**src/rtl/xmem_pkg.sv**
```systemverilog
package xmem_pkg;
  localparam int SEL_W = 3;

  localparam logic [SEL_W-1:0] SEL_PTR_LO  = 3'd0;
  localparam logic [SEL_W-1:0] SEL_PTR_HI  = 3'd1;
  localparam logic [SEL_W-1:0] SEL_PAGE    = 3'd2;
  localparam logic [SEL_W-1:0] SEL_INDEX   = 3'd3;
  localparam logic [SEL_W-1:0] SEL_EXT_MID = 3'd4;
  localparam logic [SEL_W-1:0] SEL_EXT_HI  = 3'd5;
  localparam logic [SEL_W-1:0] SEL_STRETCH = 3'd6;

  localparam int NUM_BYTE_REGS = 6;

  typedef enum logic [1:0] {
    ST_IDLE  = 2'd0,
    ST_SETUP = 2'd1,
    ST_STRB  = 2'd2,
    ST_FIN   = 2'd3
  } xm_state_e;
endpackage

```
**src/rtl/xmem_regs.sv**
```systemverilog
module xmem_regs
  import xmem_pkg::*;
#(
  parameter int DW = 8,
  parameter int SW = 3
) (
  input  logic             clk,
  input  logic             rst,
  input  logic             cfg_we,
  input  logic [SEL_W-1:0] cfg_sel,
  input  logic [DW-1:0]    cfg_wdata,
  output logic [DW-1:0]    ptr_lo,
  output logic [DW-1:0]    ptr_hi,
  output logic [DW-1:0]    page,
  output logic [DW-1:0]    index,
  output logic [DW-1:0]    ext_mid,
  output logic [DW-1:0]    ext_hi,
  output logic [SW-1:0]    stretch
);
  logic [DW-1:0] bank [NUM_BYTE_REGS];

  for (genvar g = 0; g < NUM_BYTE_REGS; g++) begin : g_byte
    always_ff @(posedge clk) begin
      if (rst) begin
        bank[g] <= '0;
      end else if (cfg_we && (cfg_sel == SEL_W'(g))) begin
        bank[g] <= cfg_wdata;
      end
    end
  end

  always_ff @(posedge clk) begin
    if (rst) begin
      stretch <= '0;
    end else if (cfg_we && (cfg_sel == SEL_STRETCH)) begin
      stretch <= cfg_wdata[SW-1:0];
    end
  end

  assign ptr_lo  = bank[SEL_PTR_LO];
  assign ptr_hi  = bank[SEL_PTR_HI];
  assign page    = bank[SEL_PAGE];
  assign index   = bank[SEL_INDEX];
  assign ext_mid = bank[SEL_EXT_MID];
  assign ext_hi  = bank[SEL_EXT_HI];
endmodule

```
**src/rtl/xmem_addr.sv**
```systemverilog
module xmem_addr #(
  parameter int DW = 8,
  localparam int AW = 3 * DW
) (
  input  logic          src_index,
  input  logic [DW-1:0] ptr_lo,
  input  logic [DW-1:0] ptr_hi,
  input  logic [DW-1:0] page,
  input  logic [DW-1:0] index,
  input  logic [DW-1:0] ext_mid,
  input  logic [DW-1:0] ext_hi,
  output logic [AW-1:0] addr
);
  logic [AW-1:0] ptr_addr;
  logic [AW-1:0] idx_addr;

  assign ptr_addr = {page, ptr_hi, ptr_lo};
  assign idx_addr = {ext_hi, ext_mid, index};
  assign addr     = src_index ? idx_addr : ptr_addr;
endmodule

```
**src/rtl/xmem_seq.sv**
```systemverilog
module xmem_seq
  import xmem_pkg::*;
#(
  parameter int DW = 8,
  parameter int SW = 3,
  localparam int AW = 3 * DW
) (
  input  logic          clk,
  input  logic          rst,
  input  logic          req_valid,
  output logic          req_ready,
  input  logic          req_write,
  input  logic [AW-1:0] req_addr,
  input  logic [DW-1:0] req_wdata,
  input  logic [SW-1:0] stretch,
  input  logic [DW-1:0] mem_rdata,
  output logic [AW-1:0] mem_addr,
  output logic [DW-1:0] mem_wdata,
  output logic          mem_wdata_oe,
  output logic          mem_rd,
  output logic          mem_wr,
  output logic          done,
  output logic [DW-1:0] rd_data
);
  xm_state_e     state;
  logic [SW-1:0] cnt;
  logic [AW-1:0] addr_q;
  logic [DW-1:0] wdata_q;
  logic [DW-1:0] rdata_q;
  logic          is_wr;

  always_ff @(posedge clk) begin
    if (rst) begin
      state   <= ST_IDLE;
      cnt     <= '0;
      addr_q  <= '0;
      wdata_q <= '0;
      rdata_q <= '0;
      is_wr   <= 1'b0;
    end else begin
      unique case (state)
        ST_IDLE: begin
          if (req_valid) begin
            addr_q  <= req_addr;
            wdata_q <= req_wdata;
            is_wr   <= req_write;
            cnt     <= stretch;
            state   <= req_write ? ST_SETUP : ST_STRB;
          end
        end
        ST_SETUP: state <= ST_STRB;
        ST_STRB: begin
          if (cnt == '0) begin
            state <= ST_FIN;
            if (!is_wr) rdata_q <= mem_rdata;
          end else begin
            cnt <= cnt - 1'b1;
          end
        end
        ST_FIN: state <= ST_IDLE;
        default: state <= ST_IDLE;
      endcase
    end
  end

  assign req_ready    = (state == ST_IDLE);
  assign mem_rd       = (state == ST_STRB) && !is_wr;
  assign mem_wr       = (state == ST_STRB) && is_wr;
  assign mem_wdata_oe = is_wr && (state != ST_IDLE);
  assign done         = (state == ST_FIN);
  assign mem_addr     = addr_q;
  assign mem_wdata    = wdata_q;
  assign rd_data      = rdata_q;
endmodule

```
**src/rtl/xmem_ctrl.sv**
```systemverilog
module xmem_ctrl
  import xmem_pkg::*;
#(
  parameter int DW = 8,
  parameter int SW = 3,
  localparam int AW = 3 * DW
) (
  input  logic             clk,
  input  logic             rst,
  input  logic             cfg_we,
  input  logic [SEL_W-1:0] cfg_sel,
  input  logic [DW-1:0]    cfg_wdata,
  input  logic             req_valid,
  output logic             req_ready,
  input  logic             req_write,
  input  logic             req_src,
  input  logic [DW-1:0]    req_wdata,
  output logic             done,
  output logic [DW-1:0]    rd_data,
  output logic [AW-1:0]    mem_addr,
  output logic [DW-1:0]    mem_wdata,
  output logic             mem_wdata_oe,
  output logic             mem_rd,
  output logic             mem_wr,
  input  logic [DW-1:0]    mem_rdata
);
  logic [DW-1:0] ptr_lo, ptr_hi, page, index, ext_mid, ext_hi;
  logic [SW-1:0] stretch;
  logic [AW-1:0] req_addr;

  xmem_regs #(.DW(DW), .SW(SW)) u_regs (
    .clk      (clk),
    .rst      (rst),
    .cfg_we   (cfg_we),
    .cfg_sel  (cfg_sel),
    .cfg_wdata(cfg_wdata),
    .ptr_lo   (ptr_lo),
    .ptr_hi   (ptr_hi),
    .page     (page),
    .index    (index),
    .ext_mid  (ext_mid),
    .ext_hi   (ext_hi),
    .stretch  (stretch)
  );

  xmem_addr #(.DW(DW)) u_addr (
    .src_index(req_src),
    .ptr_lo   (ptr_lo),
    .ptr_hi   (ptr_hi),
    .page     (page),
    .index    (index),
    .ext_mid  (ext_mid),
    .ext_hi   (ext_hi),
    .addr     (req_addr)
  );

  xmem_seq #(.DW(DW), .SW(SW)) u_seq (
    .clk         (clk),
    .rst         (rst),
    .req_valid   (req_valid),
    .req_ready   (req_ready),
    .req_write   (req_write),
    .req_addr    (req_addr),
    .req_wdata   (req_wdata),
    .stretch     (stretch),
    .mem_rdata   (mem_rdata),
    .mem_addr    (mem_addr),
    .mem_wdata   (mem_wdata),
    .mem_wdata_oe(mem_wdata_oe),
    .mem_rd      (mem_rd),
    .mem_wr      (mem_wr),
    .done        (done),
    .rd_data     (rd_data)
  );
endmodule

```
**config.mk**
```make
export PLATFORM = sky130hd
export DESIGN_NAME = xmem_ctrl
export DESIGN_NICKNAME = d
export VERILOG_FILES = /design/src/rtl/xmem_pkg.sv /design/src/rtl/xmem_regs.sv /design/src/rtl/xmem_addr.sv /design/src/rtl/xmem_seq.sv /design/src/rtl/xmem_ctrl.sv
export SDC_FILE = /design/constraint.sdc
export NUM_CORES = 1
export LEC_CHECK = 0
export ABC_AREA = 1
export BUFFER_PORTS_ARGS = -buffer_cell sky130_fd_sc_hd__buf_2
export CAP_MARGIN = 20
export CORE_UTILIZATION = 59
export DETAILED_ROUTE_END_ITERATION = 7
export MAX_ROUTING_LAYER = met4
export PLACE_DENSITY_LB_ADDON = 0.12
export RECOVER_POWER = 25
export SYNTH_ARGS = -nofsm -noshare
export SYNTH_HDL_FRONTEND = slang
export SYNTH_SLANG_ARGS = --single-unit
```
**constraint.sdc**
```tcl
create_clock -name clk -period 2.3 [get_ports clk]
set_input_delay 0.345 -clock clk [delete_from_list [all_inputs] [get_ports clk]]
set_output_delay 0.345 -clock clk [all_outputs]
set_load 0.005 [all_outputs]
```
# Word level (Yosys, flattened, before mapping)
# Memories as Yosys holds them, arrays and structs flattened.
# Index checks and enable logic that the tools add are counted.
[totals]
in_bits = 33
output_inout_bits = 45
regBits = 49
mem_count = 1
ramBits = 48
elab_cells = 82
[memory_table]
columns = ["memory", "depth", "word_bits", "rd", "rd_clocked_by_memory_dff", "write_ports", "line", "rtl"]
rows = [
  ["u_regs.bank", 6, 8, 6, 0, 6, "xmem_regs.sv:20", "logic [DW-1:0] bank [NUM_BYTE_REGS];"],
]
[classes]
n_bitwise = 7
n_mux = 34
n_eq_ne = 12
n_reduce_logical = 20
addsub = 1
[op_table]
columns = ["op", "count"]
rows = [
  ["8-bit two-way mux", 6],
  ["24-bit two-way mux", 1],
  ["1-bit two-way mux", 20],
  ["1-bit logical AND", 10],
  ["3-bit equality test, second input constant", 3],
  ["2-bit one-hot mux with 4 select lines", 1],
  ["3-bit by 2-bit equality test with 1-bit output, second input constant", 2],
  ["3-bit logical NOT", 2],
  ["2-bit two-way mux", 3],
  ["3-bit two-way mux", 2],
  ["1-bit bitwise OR", 6],
  ["3-bit one-hot mux with 2 select lines", 1],
  ["3-bit AND reduction", 2],
  ["2-bit equality test, second input constant", 2],
  ["2-bit != test, second input constant", 2],
  ["2-bit AND reduction", 2],
  ["2-bit nonzero test", 2],
  ["3-bit by 1-bit equality test with 1-bit output, second input constant", 1],
  ["3-bit by 1-bit subtractor with 3-bit output, second input constant", 1],
  ["2-bit by 1-bit equality test with 1-bit output, second input constant", 1],
  ["2-bit logical NOT", 1],
  ["2-bit by 1-bit != test with 1-bit output, second input constant", 1],
  ["1-bit logical NOT", 1],
  ["1-bit inverter", 1],
]

# Longest topological paths before layout
# Gate-level depths: netlist of the first run.
[logic_depth]
ltp_word = 6
depth_mapped = 10
mapped_depth_nobuf = 9

# Modules after synthesis
# Synthesis of the first run repeated with hierarchy kept, for this count alone.
[unflattened]
hier_cells = 477
hier_area_um2 = 4175.3
[modules_own_cells]
columns = ["mod", "seq_area_each_um2", "cells_each", "n_inst", "area_per_inst_um2"]
rows = [
  ["xmem_regs", 1501.4, 150, 1, 1933.1],
  ["xmem_seq", 920.9, 249, 1, 1868.0],
  ["xmem_addr", 0.0, 78, 1, 374.1],
]

# Least setup slack after synthesis of the first run
# Ideal clock, no wire load.
[synth_timing]
path_kind = "flip-flop to flip-flop"
from = "reg u_seq.state[0]"
to = "reg u_seq.addr_q[21], in the netlist u_seq.mem_addr[21]"
path_slack_ns = 0.896
arrival_time_ns = 1.288
path_stages_with_launch = 9
path_buffers = 2
required_ns = 2.184
period_less_slack_ns = 1.404
path_cell_list = "dfxtp_1 -> inv_1 -> ha_1 -> nand2_1 -> inv_2 -> buf_4 -> buf_2 -> o211ai_1 -> inv_1"
[synth_between]
elab_chain_cells = 2
[synth_rtl]
columns = ["item", "line", "rtl"]
rows = [
  ["start: declaration", "xmem_seq.sv:25", "xm_state_e state;"],
  ["start signal: assignment", "xmem_seq.sv:48", "state <= req_write ? ST_SETUP : ST_STRB;"],
  ["2-bit logical NOT", "-", ""],
  ["named net req_ready", "xmem_ctrl.sv:14", "output logic req_ready,"],
  ["2-bit AND reduction (no line)", "-", ""],
  ["end signal: assignment", "xmem_seq.sv:44", "addr_q <= req_addr;"],
  ["end: declaration", "xmem_seq.sv:27", "logic [AW-1:0] addr_q;"],
]
# The timed path passes the listed nets, and every way through them passes these cells.
# A chain may end at the register's enable or synchronous reset.

# Worst setup path in the final report of the first run
[layout_timing]
from = "reg u_seq.state[0]"
to = "out mem_rd"
[layout_between]
elab_chain_cells = 2
[layout_rtl]
columns = ["item", "line", "rtl"]
rows = [
  ["2-bit equality test", "xmem_seq.sv:67", "assign mem_rd = (state == ST_STRB) && !is_wr;"],
  ["1-bit logical AND", "xmem_seq.sv:67", ""],
  ["end: declaration", "xmem_ctrl.sv:23", "output logic mem_rd,"],
]
# Every way passes these cells.

==> impl_metrics.json, run 1 <==
{
  "first_pass_iters": 6,
  "globalRouteTotalUtil_pct": 25.3,
  "relSlewSlack_pct": 69.1,
  "core.rowCount": 29,
  "setup-tns-final_ns": 0,
  "dp.cells": 581,
  "reg2reg_slack_ns": 0.69,
  "drt_iter0_drc": 203,
  "cp.arrival_ns": 1.49,
  "htreeDepth": 3,
  "syn-cell-area_um2": 4020,
  "fmax_mhz": 544,
  "total_power_mw": 4.53,
  "dieWidth_um": 84.5,
  "via_count": 3104,
  "tritoncts": "built",
  "worstPathMaxFanout": 10,
  "layout_common_cells": "nand2_1, nor2_1, buf_2",
  "p_per_area_nw_per_um2": 985,
  "dp_hpwl_mm": 5.55,
  "grt_pass1_wl_mm": 13.4,
  "place_ws_ns": 0.707,
  "place.port_buffers": 77,
  "ir_drop_mv": 0.543,
  "synth_cell_types": 18,
  "start_util_pct": 62.2,
  "fin_crit_sh_pct": 79.9,
  "grt_start_max_net_pins": 41,
  "clock-sinks": 97,
  "synthToLayoutAreaGrowth_pct": 14.5,
  "endpoint_kind": "output port",
  "diodes": 0,
  "wire_per_inst_um": 13.7,
  "insertion_delay_ns": 0.36,
  "r2r_start": "u_seq.state[0]",
  "avgSynthCellArea_um2": 9.10,
  "setup_viol": 0,
  "critPathKind": "register to output port",
  "clk_pin_slew_ns": 0.09,
  "vias_per_cell": 5.20,
  "nNetsFinal": 555,
  "ys_seq_area_share_pct": 60.3,
  "drive_gt1_share_pct": 19.8,
  "yosys_warnings": 0,
  "synthCells": 441,
  "min_from": "req_wdata[2]",
  "postCtsResizedCells": 0,
  "layout_setup_ws_ns": 0.462,
  "synth-seq-cells": 97,
  "antenna_found_initial": 0,
  "skew_ns": 0.00586,
  "die_height_um": 84.5,
  "mostFrequentLayoutCell": "nand2_1",
  "worst_slew_pin_slew_ns": 0.463,
  "leakage_nw": 2.18,
  "grt_pass1_vias": 2882,
  "cts-root-buf": "clkbuf_8",
  "rsz0062_at_grt": "no",
  "cts_setup_buffers": 0,
  "slew_violations": 0,
  "maxCapViolations": 0,
  "cts_hold_buf": 0,
  "setup.worst_path.start_class": "register",
  "finalHoldViolations": 0,
  "min_period_ns": 1.84,
  "numCtsBuffers": 9,
  "gp_congestion": 0.815,
  "io-pin-count": 78,
  "violations": "DRC",
  "final_cell_count_no_fill": 597,
  "grt_overflow": 0,
  "coreArea_um2": 6460,
  "cp_data_required_time_ns": 1.96,
  "dieArea_um2": 7140,
  "syn_nets": 481,
  "clock_path_buffers": 2,
  "hp-class": "primary input to register",
  "drc": 4,
  "status": "complete, but fails checks",
  "ant_nets": 0,
  "worstSetupStartpoint": "u_seq.state[0]",
  "wl_mm": 8.20
}
==> cells by family (layout without fill, tap and decap cells) <==
group | after synthesis | in the layout | share of synthesized area, %
fa+ha+maj | 7 | 7 | 2.18
compound gates | 52 | 52 | 7.98
simple gates | 214 | 214 | 22.2
flops | 97 | 97 | 60.3
buf+inv | 71 | 150 | 7.32
==> state kept, by name, indices dropped and copies added (netlist names) <==
| register | cells |
|---|---|
| u_seq.rd_data | 8 |
| u_seq.mem_wdata | 8 |
| u_seq.state | 2 |
| u_seq.mem_addr | 24 |
| u_regs.stretch | 3 |
| u_seq.is_wr | 1 |
| u_regs.bank | 48 |
| u_seq.cnt | 3 |
==> metrics by stage <==
step | hold WS [ns] | util (%) | cell area, um2
5_1_grt | 0.241 | 71.2 | 4600
6_report | 0.216 | 71.2 | 4600
3_5_place_dp | 0.452 | 68.9 | 4450
3_3_place_gp | 0.445 | 68.9 | 4450
2_1_floorplan | 0.453 | - | 4020
4_1_cts | 0.210 | 71.5 | 4620
==> worst max-delay path, cell delays in order (launching register included) <==
cell     delay [ns]
dfxtp_1        0.33
inv_1          0.13
ha_1           0.18
inv_1          0.10
nor2_4         0.22
buf_2          0.16
==> final cells by class <==
class,instances,area [um2]
multi-input combinational,273,1280
clock inverter,7,46.3
tap,77,96.3
inverter,52,195
clock buffer,9,124
timing repair buffer,82,434
sequential,97,2420
fill,526,1860
==> synth_stat cells <==
library cell  number  share of area [%]
nand4_1            1               0.16
inv_2              7               0.65
dfxtp_1           49                 24
edfxtp_1          48                 36
o21ai_1           11                1.4
nor2_1            82                7.7
nand3_2            4                1.0
nor2_4             2               0.56
buf_2             13                1.6
ha_1               7                2.2
o21ai_0            7               0.87
nand2_1           89                8.3
clkbuf_1           3               0.28
nand3_1           36                4.5
a21oi_1           10                1.2
inv_1             45                4.2
buf_4              3               0.56
o211ai_1          24                4.5
==> final timing paths <==
path	cells past startpoint	end
max	5	mem_rd
min	3	u_seq.mem_wdata[2]
max reg2reg	8	u_seq.mem_addr[5]
min reg2reg	2	u_seq.rd_data[3]
==> metal layers <==
| layer | routed length [um] | part of all wire, % | GRT usage, % |
|---|---|---|---|
| met5 | 0 | 0 | - |
| met4 | 124 | 1.5 | 11.7 |
| met3 | 424 | 5.2 | 3.54 |
| met2 | 3990 | 49 | 41.4 |
| met1 | 3660 | 45 | 31.2 |
==> report_power, final <==
group	total (mW)	internal [mW]	switching [mW]
clock	0.986	0.392	0.594
combinational	1.30	0.516	0.786
sequential	2.24	2.10	0.140
total	4.53	3.01	1.52
Power figures use the tool's default switching activity.
==> run 2, diff against run 1 <==
CORE_UTILIZATION = 55   (was 59)
clock period = 1.8 ns   (was 2.3 ns; I/O delays follow)
==> run 2 against run 1 <==
The run now ends clean. Worst setup slack worse by 0.37 ns. Wire length decreased by 3.1%. Non-clock buffer count unchanged. Core utilization is 3.6 points lower. Combinational power increased by 30%. Sequential share of layout area fell by 0.81 points. Clock skew rose by 0.0051 ns. Final area increased by 1.6%. First-iteration DRC count down 27%. Worst hold slack worse by 0.065 ns. Largest power group unchanged. Highest routed layer unchanged.
==> impl_metrics.json, run 2 (synthesis results as in run 1) <==
{
  "largest_register_ffs": 48,
  "place_ws_ns": 0.274,
  "whs_path_depth": 3,
  "drc": 0,
  "p_per_area_nw_per_um2": 1300,
  "fin_crit_sh_pct": 94.8,
  "ir_drop_mv": 0.679,
  "cp.arrival_ns": 1.44,
  "tritoncts": "built",
  "insertion_delay_ns": 0.36,
  "grt_pass1_vias": 2832,
  "reg2reg_slack_ns": 0.17,
  "nNetsFinal": 555,
  "cts_hold_buf": 0,
  "final_cell_area_um2": 4670,
  "antenna_found_initial": 0,
  "clk_pin_slew_ns": 0.09,
  "min_period_ns": 1.71,
  "grt_start_max_net_pins": 57,
  "core.rowCount": 30,
  "endpoint_kind": "output port",
  "place_area_um2": 4460,
  "status": "finished clean",
  "die_height_um": 87.4,
  "dieArea_um2": 7650,
  "grt_overflow": 0,
  "drive_gt1_share_pct": 20.2,
  "dp_hpwl_mm": 5.21,
  "coreArea_um2": 6910,
  "wl_mm": 7.94,
  "setup.worst_path.start_class": "register",
  "io-pin-count": 78,
  "min_from": "req_wdata[4]",
  "reg2reg_depth": 8,
  "wire_per_inst_um": 12.9,
  "clock_path_buffers": 2,
  "worstReg2RegEnd": "u_seq.cnt[0]",
  "cp_data_required_time_ns": 1.53,
  "finalHoldViolations": 0,
  "drt_iter0_drc": 149,
  "postCtsResizedCells": 0,
  "hp-class": "primary input to register",
  "cts-root-buf": "clkbuf_8",
  "layout_setup_ws_ns": 0.0940,
  "ant_nets": 0,
  "diodes": 0,
  "via_count": 3130,
  "maxCapViolations": 0,
  "regMostFlops": "u_regs.bank",
  "slew_violations": 0,
  "leakage_nw": 2.20,
  "worst_slew_pin_slew_ns": 0.471,
  "layout_common_cells": "nand2_1, nor2_1, buf_2",
  "relSlewSlack_pct": 68.6,
  "critPathKind": "register to output port",
  "setup_viol": 0,
  "utilization_pct": 67.6,
  "vias_per_cell": 5.08,
  "numCtsBuffers": 9,
  "dieWidth_um": 87.4,
  "r2r_start": "u_seq.cnt[0]",
  "worstPathMaxFanout": 6,
  "start_util_pct": 58.1,
  "hold_path_end": "u_seq.mem_wdata[4]",
  "gp_congestion": 0.835,
  "first_pass_iters": 4,
  "synthToLayoutAreaGrowth_pct": 16.3,
  "htreeDepth": 3,
  "skew_ns": 0.0110,
  "grt_pass1_wl_mm": 13.0,
  "place.port_buffers": 77,
  "fmax_mhz": 586,
  "clock-sinks": 97,
  "globalRouteTotalUtil_pct": 23.4,
  "mostFrequentLayoutCell": "nand2_1"
}
run 2: changes by cell type in the layout (fill, tap and decap cells not counted):
cell        previous run  this run
clkinvlp_4             1         0
clkinv_2               1         0
bufinv_16              0         1
clkinv_4               2         1
inv_4                  0         2
clkinv_1               2         0
inv_6                  1         2
clkbuf_16              0         1
run 2: power by group:
| part | switching, mW | total (mW) | internal, mW | leakage, nW |
|---|---|---|---|---|
| logic | 1.01 | 1.69 | 0.677 | 1.22 |
| clock network | 0.776 | 1.52 | 0.742 | 0.113 |
| registers | 0.172 | 2.86 | 2.68 | 0.868 |
| total | 1.96 | 6.06 | 4.10 | 2.20 |
run 2: timing repair:
action,CTS,global route
buffers inserted,0,2
setup endpoints to repair,0,1
hold endpoints to repair,0,0
run 2: metal layers:
metal,vias up,share of wire (%),track usage [%]
li1,1588,-,-
met1,1443,46,30.0
met2,93,48,37.5
met3,6,5.1,4.64
met4,0,1.0,7.45
met5,-,0,-
run 2: cell type report:
type | instances | area, um2
Inverter | 52 | 195
Multi-Input combinational cell | 273 | 1280
Clock buffer | 10 | 149
Sequential cell | 97 | 2420
Clock inverter | 6 | 68.8
Tap cell | 96 | 120
Timing Repair Buffer | 82 | 434
Fill cell | 600 | 2240
run 2: how the worst max path moves through the flow:
stage                        start            endpoint  slack (ns)
CTS                 u_seq.state[0]              mem_rd        0.05
global placement    u_seq.state[0]   u_seq.mem_addr[6]        0.32
detailed placement    u_seq.cnt[0]        u_seq.cnt[0]        0.27
floorplan           u_seq.state[0]  u_seq.mem_addr[21]        0.40
finish              u_seq.state[0]              mem_rd        0.09
global route        u_seq.state[0]              mem_rd    -0.00004
run 2: worst max-delay path, cell delays in order (launching register included):
cell and delay [ns]:
dfxtp_1 0.34, inv_1 0.13, ha_1 0.18, inv_1 0.09, nor2_4 0.19, buf_2 0.15
run 2: through the flow:
| stage | hold slack [ns] | total power [mW] | cells | TNS, ns |
|---|---|---|---|---|
| detailed placement | 0.451 | 4.56 | 598 | 0 |
| global route | 0.138 | 6.47 | 616 | -0.0000357 |
| global placement | 0.447 | 4.49 | 598 | 0 |
| CTS | 0.138 | 6.07 | 614 | 0 |
| floorplan | 0.418 | 4.00 | 441 | 0 |
| finish | 0.151 | 6.06 | 616 | 0 |
